$ cat config.mk
export PLATFORM = sky130hd
export DESIGN_NAME = mtrap_capture
export DESIGN_NICKNAME = d
export VERILOG_FILES = /design/src/rtl/mtrap_pkg.sv /design/src/rtl/mtrap_tval_sel.sv /design/src/rtl/mtrap_epc_align.sv /design/src/rtl/mtrap_capture.sv
export SDC_FILE = /design/constraint.sdc
export NUM_CORES = 1
export LEC_CHECK = 0
export BUFFER_PORTS_ARGS = -buffer_cell sky130_fd_sc_hd__buf_2
export CORE_AREA = 3 3 86 108
export CTS_BUF_LIST = sky130_fd_sc_hd__clkbuf_16
export DETAILED_ROUTE_END_ITERATION = 16
export DIE_AREA = 0 0 89 111
export GPL_TIMING_DRIVEN = 1
export PLACE_DENSITY = 0.84
export SETUP_SLACK_MARGIN = 0.5
export SYNTH_ARGS = -nofsm -noshare
export SYNTH_HDL_FRONTEND = slang
export SYNTH_HIERARCHICAL = 1
export SYNTH_SLANG_ARGS = --single-unit
$ cat constraint.sdc
create_clock -name clk -period 2.17 [get_ports clk]
set_input_delay 0.1085 -clock clk [delete_from_list [all_inputs] [get_ports clk]]
set_output_delay 0.1085 -clock clk [all_outputs]
set_load 0.05 [all_outputs]
$ cat src/rtl/mtrap_pkg.sv
package mtrap_pkg;

    localparam int unsigned CS_FETCH_MISALIGN = 0;
    localparam int unsigned CS_FETCH_ACCESS   = 1;
    localparam int unsigned CS_ILLEGAL        = 2;
    localparam int unsigned CS_BREAK          = 3;
    localparam int unsigned CS_LOAD_MISALIGN  = 4;
    localparam int unsigned CS_LOAD_ACCESS    = 5;
    localparam int unsigned CS_STORE_MISALIGN = 6;
    localparam int unsigned CS_STORE_ACCESS   = 7;
    localparam int unsigned CS_FETCH_PAGE     = 12;
    localparam int unsigned CS_LOAD_PAGE      = 13;
    localparam int unsigned CS_STORE_PAGE     = 15;

    // Exception causes whose trap value is the faulting address.
    function automatic logic cause_reports_addr(input int unsigned code);
        case (code)
            CS_FETCH_MISALIGN, CS_FETCH_ACCESS, CS_BREAK,
            CS_LOAD_MISALIGN, CS_LOAD_ACCESS,
            CS_STORE_MISALIGN, CS_STORE_ACCESS,
            CS_FETCH_PAGE, CS_LOAD_PAGE, CS_STORE_PAGE: return 1'b1;
            default:                                    return 1'b0;
        endcase
    endfunction

endpackage

$ cat src/rtl/mtrap_tval_sel.sv
module mtrap_tval_sel #(
    parameter int XLEN      = 32,
    parameter int ILEN      = 32,
    parameter int CAUSE_W   = 5,
    parameter bit KEEP_INSN = 1'b1
) (
    input  logic               is_irq,
    input  logic [CAUSE_W-1:0] cause,
    input  logic [XLEN-1:0]    fault_addr,
    input  logic [ILEN-1:0]    fault_insn,
    output logic [XLEN-1:0]    tval
);
    import mtrap_pkg::*;

    logic [XLEN-1:0] insn_x;

    generate
        if (ILEN >= XLEN) begin : g_insn_trunc
            assign insn_x = fault_insn[XLEN-1:0];
        end else begin : g_insn_zext
            assign insn_x = {{(XLEN-ILEN){1'b0}}, fault_insn};
        end
    endgenerate

    always_comb begin
        tval = '0;
        if (!is_irq) begin
            if (cause_reports_addr(32'(cause))) begin
                tval = fault_addr;
            end else if (32'(cause) == CS_ILLEGAL && KEEP_INSN) begin
                tval = insn_x;
            end
        end
    end

endmodule

$ cat src/rtl/mtrap_epc_align.sv
module mtrap_epc_align #(
    parameter int XLEN  = 32,
    parameter bit HAS_C = 1'b1
) (
    input  logic [XLEN-1:0] raw,
    output logic [XLEN-1:0] aligned
);
    generate
        if (HAS_C) begin : g_half
            assign aligned = {raw[XLEN-1:1], 1'b0};
        end else begin : g_word
            assign aligned = {raw[XLEN-1:2], 2'b00};
        end
    endgenerate
endmodule

$ cat src/rtl/mtrap_capture.sv
module mtrap_capture #(
    parameter int              XLEN      = 32,
    parameter int              ILEN      = 32,
    parameter int              CAUSE_W   = 5,
    parameter int              ADDR_W    = 12,
    parameter bit              HAS_C     = 1'b1,
    parameter bit              KEEP_INSN = 1'b1,
    parameter logic [ADDR_W-1:0] EPC_CSR  = 12'h341,
    parameter logic [ADDR_W-1:0] TVAL_CSR = 12'h343
) (
    input  logic               clk,
    input  logic               rst_n,
    input  logic               trap_take,
    input  logic               trap_is_irq,
    input  logic [CAUSE_W-1:0] trap_cause,
    input  logic [XLEN-1:0]    trap_pc,
    input  logic [XLEN-1:0]    fault_addr,
    input  logic [ILEN-1:0]    fault_insn,
    input  logic               sw_we,
    input  logic [ADDR_W-1:0]  sw_addr,
    input  logic [XLEN-1:0]    sw_wdata,
    output logic [XLEN-1:0]    epc_o,
    output logic [XLEN-1:0]    tval_o
);

    typedef struct packed {
        logic [XLEN-1:0] epc;
        logic [XLEN-1:0] tval;
    } regs_t;

    regs_t regs_d, regs_q;

    logic [XLEN-1:0] trap_epc;
    logic [XLEN-1:0] sw_epc;
    logic [XLEN-1:0] trap_tval;

    mtrap_epc_align #(.XLEN(XLEN), .HAS_C(HAS_C)) u_align_trap (
        .raw     (trap_pc),
        .aligned (trap_epc)
    );

    mtrap_epc_align #(.XLEN(XLEN), .HAS_C(HAS_C)) u_align_sw (
        .raw     (sw_wdata),
        .aligned (sw_epc)
    );

    mtrap_tval_sel #(
        .XLEN(XLEN), .ILEN(ILEN), .CAUSE_W(CAUSE_W), .KEEP_INSN(KEEP_INSN)
    ) u_tval_sel (
        .is_irq     (trap_is_irq),
        .cause      (trap_cause),
        .fault_addr (fault_addr),
        .fault_insn (fault_insn),
        .tval       (trap_tval)
    );

    always_comb begin
        regs_d = regs_q;
        if (trap_take) begin
            regs_d.epc  = trap_epc;
            regs_d.tval = trap_tval;
        end else if (sw_we) begin
            if (sw_addr == EPC_CSR) begin
                regs_d.epc = sw_epc;
            end
            if (sw_addr == TVAL_CSR) begin
                regs_d.tval = sw_wdata;
            end
        end
    end

    always_ff @(posedge clk or negedge rst_n) begin
        if (!rst_n) begin
            regs_q <= '0;
        end else begin
            regs_q <= regs_d;
        end
    end

    assign epc_o  = regs_q.epc;
    assign tval_o = regs_q.tval;

endmodule

# Yosys cells after proc, flatten, opt, wreduce, memory -nomap -nowiden

Memory sizes are Yosys's and may differ from the RTL's.
Cells that the tools add are included.

Flip-flop bits (word level): 64
Latch bits: 0
Bits in writable memories: 0
Memory bits (read-only): 16
Bits of input ports: 150
Output and inout bits: 64
Memories: 1

Memory list:

| name            | words | bits a word | rd ports | clocked after memory_dff | write ports | RTL line        | source |
|---|---|---|---|---|---|---|---|
| (no name shown) | 16    | 1           | 1        | 0                        | 0           | mtrap_pkg.sv:17 | `case (code)` |

Add/subtract/negate cells: 0
Multiply operators: 0
Divide/modulo/power cells: 0
Magnitude comparators: 0
Equality and inequality tests: 3
Shifts and indexed selects: 0
Mux-type cells: 9
Bitwise logic cells: 0
Reductions and logical operators: 5

Operators with widths:

| cell                                                               | count |
|---|---|
| 32-bit 2-to-1 mux                                                  | 5 |
| 64-bit 2-to-1 mux                                                  | 2 |
| 12-bit by 10-bit == test with 1-bit output (second input constant) | 2 |
| 2-bit nonzero test                                                 | 3 |
| 5-bit by 2-bit == test with 1-bit output (second input constant)   | 1 |
| 2-bit AND reduction                                                | 2 |
| 1-bit 2-to-1 mux                                                   | 2 |

# Depth between registers and ports, before layout

An unclocked memory read counts as a cell.

Depth in word-level cells: 6
Gate-level depth with buffers: 6

# Cells and area by module

The synthesis kept the hierarchy.

Modules (own cells, without submodules):

| module          | instances | cells each | area an instance (sq um) | sequential area each (sq um) |
|---|---|---|---|---|
| mtrap_capture   | 1         | 247        | 3118.0                   | 1601.5 |
| mtrap_epc_align | 2         | 33         | 244.0                    | 0.0 |
| mtrap_tval_sel  | 1         | 46         | 446.7                    | 0.0 |

# Worst setup path before layout

OpenSTA, ideal clock, no wires.

Path kind: input to register
From: in sw_addr[5]
To: reg regs_q[45] (netlist: epc_o[13])
Arrival: 1242 ps
Required time: 2045 ps
Path slack: 804 ps
Cell stages on the path: 5
Buffers on the path: 1
Path through: nor4b_4 > nand4_2 > o21bai_4 > buf_6 > mux2_2

Word-level cells in the longest chain between the ends: 3

Ends and longest elaborated chain:

| what                                       | RTL line            | source |
|---|---|---|
| start, declared                            | mtrap_capture.sv:20 | `input logic [ADDR_W-1:0] sw_addr,` |
| 12-bit by 10-bit == test with 1-bit output | mtrap_capture.sv:63 | `if (sw_addr == EPC_CSR) begin` |
| 2-bit nonzero test (no source line)        | --                  |  |
| 2-bit AND reduction (no source line)       | --                  |  |
| end signal, assigned                       | mtrap_capture.sv:76 | `regs_q <= regs_d;` |
| end, declared                              | mtrap_capture.sv:31 | `regs_t regs_d, regs_q;` |

No other way between the ends.
A chain may end at the register's enable or synchronous reset.

# Worst setup path in the final report

From: in trap_cause[0]
To: reg regs_q[30] (netlist: tval_o[30])

Word-level cells in the longest chain between the ends: 6
Elaborated cells on any way between the ends: 8

Ends and longest elaborated chain:

| what                | RTL line             | source |
|---|---|---|
| start, declared     | mtrap_capture.sv:15  | `input logic [CAUSE_W-1:0] trap_cause,` |
| memory 16 x 1 bit   | --                   |  |
| 1-bit 2-to-1 mux    | mtrap_pkg.sv:17      |  |
| 1-bit 2-to-1 mux    | mtrap_tval_sel.sv:27 | `if (!is_irq) begin` |
| 32-bit 2-to-1 mux * | mtrap_tval_sel.sv:28 | `if (cause_reports_addr(32'(cause))) begin` |
| 32-bit 2-to-1 mux * | mtrap_tval_sel.sv:27 |  |
| net trap_tval[30]   | mtrap_capture.sv:35  | `logic [XLEN-1:0] trap_tval;` |
| 64-bit 2-to-1 mux * | mtrap_capture.sv:59  | `if (trap_take) begin` |

Mark *: on every way through the listed nets, which the timed path passes. The rest lies on a longest branch. The select of a mux whose other input is x is not followed.

==> metrics.txt <==
# TYPE chip_impl_metric gauge
chip_impl_metric{name="postSynthCellCount",unit=""} 359
chip_impl_metric{name="route.final.wire_length",unit="mm"} 10.6
chip_impl_metric{name="synth-seq-area-share",unit="%"} 39.5
chip_impl_metric{name="timing.critical_path.required",unit="ns"} 2.33
chip_impl_info{name="critical_path.slowest_cell",value="sky130_fd_sc_hd__maj3_2"} 1
chip_impl_metric{name="grt_max_degree",unit=""} 65
chip_impl_metric{name="comb_power_share",unit="%"} 29.5
chip_impl_metric{name="use_met3",unit="%"} 4.68
chip_impl_metric{name="ioPinCount",unit=""} 214
chip_impl_info{name="clockRootBuffer",value="sky130_fd_sc_hd__clkbuf_16"} 1
chip_impl_metric{name="fp.dieArea",unit="um^2"} 9880
chip_impl_metric{name="ff2ff_setup_slack",unit="ns"} 1.36
chip_impl_info{name="synth_top_cells_by_area",value="sky130_fd_sc_hd__dfrtp_1 (40%), sky130_fd_sc_hd__mux2_2 (16%), sky130_fd_sc_hd__buf_4 (13%)"} 1
chip_impl_metric{name="grt_pass1_wl",unit="mm"} 16.0
chip_impl_metric{name="synth.yosys.warnings",unit=""} 6
chip_impl_metric{name="n_antenna_cell",unit=""} 0
chip_impl_metric{name="fillers",unit=""} 703
chip_impl_metric{name="clockPowerShare",unit="%"} 34.6
chip_impl_info{name="tritoncts",value="built"} 1
chip_impl_metric{name="timing.slew.headroom",unit="%"} 53.4
chip_impl_info{name="cp_cell_sequence",value="buf_2 -> nand2b_4 -> maj3_2 -> a32o_1 -> mux2i_1 -> o21ai_0"} 1
chip_impl_metric{name="post-route-period-util",unit="%"} 66.1
chip_impl_metric{name="period_needed",unit="ns"} 1.43
chip_impl_metric{name="postPlaceCellArea",unit="um^2"} 4690
chip_impl_metric{name="numClockSinks",unit=""} 64
chip_impl_metric{name="critPathMaxStageDelay",unit="ns"} 0.58
chip_impl_metric{name="power.leakage",unit="nW"} 2.51
chip_impl_metric{name="irDropWorstVdd",unit="V"} 0.000459
chip_impl_metric{name="drt-pass1-iter-count",unit=""} 4
chip_impl_metric{name="internal_power",unit="mW"} 2.56
chip_impl_info{name="holdCritPathClass",value="in -> reg"} 1
chip_impl_metric{name="setup_slack",unit="ns"} 0.735
chip_impl_metric{name="synth_to_layout_area_growth",unit="%"} 22.9
chip_impl_metric{name="syn-mean-instance-area",unit="um^2"} 11.3
chip_impl_metric{name="clk-insertion-delay-late",unit="ns"} 0.32
chip_impl_metric{name="final-setup-viol-count",unit=""} 0
chip_impl_metric{name="cts-resized-gates",unit=""} 0
chip_impl_metric{name="tightest_slew",unit="ns"} 0.699
chip_impl_metric{name="coreArea",unit="um^2"} 8290
chip_impl_metric{name="track_usage",unit="%"} 21.0
chip_impl_metric{name="grt_use_met2",unit="%"} 38.9
chip_impl_metric{name="io_buffers",unit=""} 212
chip_impl_metric{name="place_congestion",unit=""} 0.792
chip_impl_metric{name="syn-num-nets",unit=""} 509
chip_impl_metric{name="detailroute.via_count",unit=""} 3202
chip_impl_metric{name="slew_violations",unit=""} 0
chip_impl_metric{name="ctsHtreeMaxLevel",unit=""} 3
chip_impl_metric{name="die_w",unit="um"} 89
chip_impl_metric{name="synth.cell_area",unit="um^2"} 4050
chip_impl_metric{name="initial_antenna_violation_count",unit=""} 0
chip_impl_info{name="synth_flop_cell",value="sky130_fd_sc_hd__dfrtp_1"} 1
chip_impl_metric{name="floorplan.initialDensity",unit="%"} 48.9
chip_impl_metric{name="final_hold_viol_count",unit=""} 0
chip_impl_info{name="yosysTopAreaCell",value="sky130_fd_sc_hd__dfrtp_1"} 1
chip_impl_metric{name="netSwitchingFraction",unit="%"} 33.9
chip_impl_metric{name="gr-total-overflow",unit=""} 0
chip_impl_metric{name="die-height",unit="um"} 111
chip_impl_metric{name="place_worst_setup_slack",unit="ns"} 0.433
chip_impl_metric{name="clockBufferDepth",unit=""} 2
chip_impl_metric{name="power_switching",unit="mW"} 1.31
chip_impl_metric{name="cts-buffers-inserted",unit=""} 9
chip_impl_metric{name="wl_per_cell",unit="um"} 17.5
chip_impl_metric{name="synth-edff-count",unit=""} 0
chip_impl_metric{name="achievable-frequency",unit="MHz"} 697
chip_impl_metric{name="finalInstanceArea",unit="um^2"} 4980
chip_impl_metric{name="finalClockSkew",unit="ns"} 0
chip_impl_info{name="crit_path_launch_type",value="input port"} 1
chip_impl_info{name="grt_setup_unrepaired",value="no"} 1
chip_impl_metric{name="storage_element_area",unit="um^2"} 1600
chip_impl_metric{name="multi_input_comb_area",unit="um^2"} 1820
chip_impl_metric{name="final_net_count",unit=""} 654
chip_impl_metric{name="clk_pin_slew",unit="ns"} 0.05
chip_impl_metric{name="met1_grt_util",unit="%"} 22.6
chip_impl_metric{name="drv.max_cap_violation_count",unit=""} 0
chip_impl_metric{name="synth_top_area_share",unit="%"} 39.5
chip_impl_metric{name="first_global_vias",unit=""} 3233
chip_impl_metric{name="post_cts_buffers",unit=""} 0
chip_impl_info{name="yosysMostFrequentCell",value="sky130_fd_sc_hd__buf_4"} 1
chip_impl_metric{name="drc",unit=""} 0
chip_impl_info{name="synth_common_cells",value="sky130_fd_sc_hd__buf_4 (69), sky130_fd_sc_hd__dfrtp_1 (64), sky130_fd_sc_hd__mux2_2 (59)"} 1
chip_impl_metric{name="yosysUniqueCellTypes",unit=""} 23
chip_impl_metric{name="critical_path_peak_fanout",unit=""} 32
chip_impl_metric{name="count_of_nets_left_with_antenna_violations_after_detail_routing",unit=""} 0
chip_impl_metric{name="synth.ff_latch_count",unit=""} 64
chip_impl_metric{name="row_count",unit=""} 37
chip_impl_metric{name="timing.setup.tns",unit="ns"} 0
chip_impl_metric{name="critical_path_arrival",unit="ns"} 1.59
chip_impl_metric{name="power-per-cell-area",unit="nW/um^2"} 778
chip_impl_info{name="cp_endpoint_kind",value="register"} 1
chip_impl_metric{name="dp.final_hpwl",unit="mm"} 8.34
chip_impl_info{name="globalRoute.busiestLayer",value="met2"} 1
chip_impl_info{name="outcome",value="finished clean"} 1
chip_impl_info{name="criticalPathCategory",value="in -> reg"} 1
chip_impl_metric{name="detail_route.iter0.violations",unit=""} 137
chip_impl_metric{name="power_frac_seq",unit="%"} 35.9
chip_impl_metric{name="drt-vias-per-instance",unit=""} 5.29
chip_impl_metric{name="drive_above_1_share",unit="%"} 59.6
chip_impl_metric{name="hold_ws",unit="ns"} 0.0949
chip_impl_metric{name="synth_async_sr_flop_share",unit="%"} 100
-- power groups by stage --
stage / clock [mW] / sequential [mW] / combinational, mW
floorplan: 0 / 1.88 / 0.380
global placement: 0 / 1.40 / 1.13
detailed placement: 0 / 1.41 / 1.15
CTS: 1.39 / 1.39 / 1.15
global route: 1.43 / 1.41 / 1.21
finish: 1.34 / 1.39 / 1.14
-- layer usage --
| metal | routed length (um) | vias up |
|---|---|---|
| li1 | - | 1523 |
| met1 | 3940 | 1518 |
| met2 | 5670 | 144 |
| met3 | 765 | 17 |
| met4 | 189 | 0 |
| met5 | 0 | - |
-- what timing repair did --
| action | CTS | global route |
|---|---|---|
| hold endpoints to repair | 64 | 0 |
| hold buffers | 1 | 0 |
| setup endpoints to repair | 0 | 0 |
-- through the flow --
step	cells	utilization (%)	total power [mW]
final	605	60.1	3.88
after global routing	605	60.1	4.06
after CTS	605	60.1	3.94
after detailed placement	589	56.7	2.56
after global placement	589	56.7	2.53
after floorplan	359	-	2.26
-- final timing paths --
check                               from          to  cells after the start
min in group asynchronous          rst_n   epc_o[25]                      2
setup / recovery           trap_cause[0]  tval_o[30]                      6
max in group asynchronous          rst_n   epc_o[22]                      3
hold reg to reg                tval_o[5]   tval_o[5]                      2
setup reg to reg               epc_o[26]   epc_o[26]                      1
hold / removal              sw_wdata[12]  tval_o[12]                      3
-- layout make-up --
type	instances	share of cell area (%)
Multi-Input combinational cell	205	36.5
Sequential cell	64	32.1
Timing Repair Buffer	223	23.3
Clock buffer	9	4.52
Tap cell	97	2.44
Clock inverter	6	1.05
Inverter	1	0.0753
-- kinds of logic (layout without fill, tap and decap cells) --
family / Yosys count / in the layout / synth area share, %
mux: 96 / 96 / 25.7
buf+inv: 90 / 239 / 15.9
compound gates: 66 / 66 / 12.7
flops: 64 / 64 / 39.5
simple gates: 40 / 40 / 5.68
other cells: 2 / 2 / 0.185
fa+ha+maj: 1 / 1 / 0.278
-- cell usage in the layout (no fill, tap or decap), types with 2 or more instances in the layout --
| master | n |
|---|---|
| sky130_fd_sc_hd__buf_2 | 211 |
| sky130_fd_sc_hd__dfrtp_1 | 64 |
| sky130_fd_sc_hd__mux2_2 | 59 |
| sky130_fd_sc_hd__mux2i_1 | 32 |
| sky130_fd_sc_hd__nand2_1 | 32 |
| sky130_fd_sc_hd__o21ai_0 | 32 |
| sky130_fd_sc_hd__a32o_1 | 32 |
| sky130_fd_sc_hd__buf_4 | 10 |
| sky130_fd_sc_hd__clkbuf_16 | 9 |
| sky130_fd_sc_hd__mux2_1 | 5 |
| sky130_fd_sc_hd__clkinv_2 | 3 |
| sky130_fd_sc_hd__nor4b_4 | 2 |
| sky130_fd_sc_hd__inv_1 | 2 |
| sky130_fd_sc_hd__conb_1 | 2 |
-- state kept, by name (all words and copies together) (netlist names) --
register / flops
epc_o: 32
tval_o: 32
-- worst max-delay path, delay by kind of cell --
family	cells	cell delay [ns]
buffers and inverters	1	0.11
AOI/OAI and AO/OA	2	0.51
adders and majority gates	1	0.58
muxes	1	0.14
and+or+nand+nor	1	0.15
Note: power is estimated with default switching activity, not from simulation.
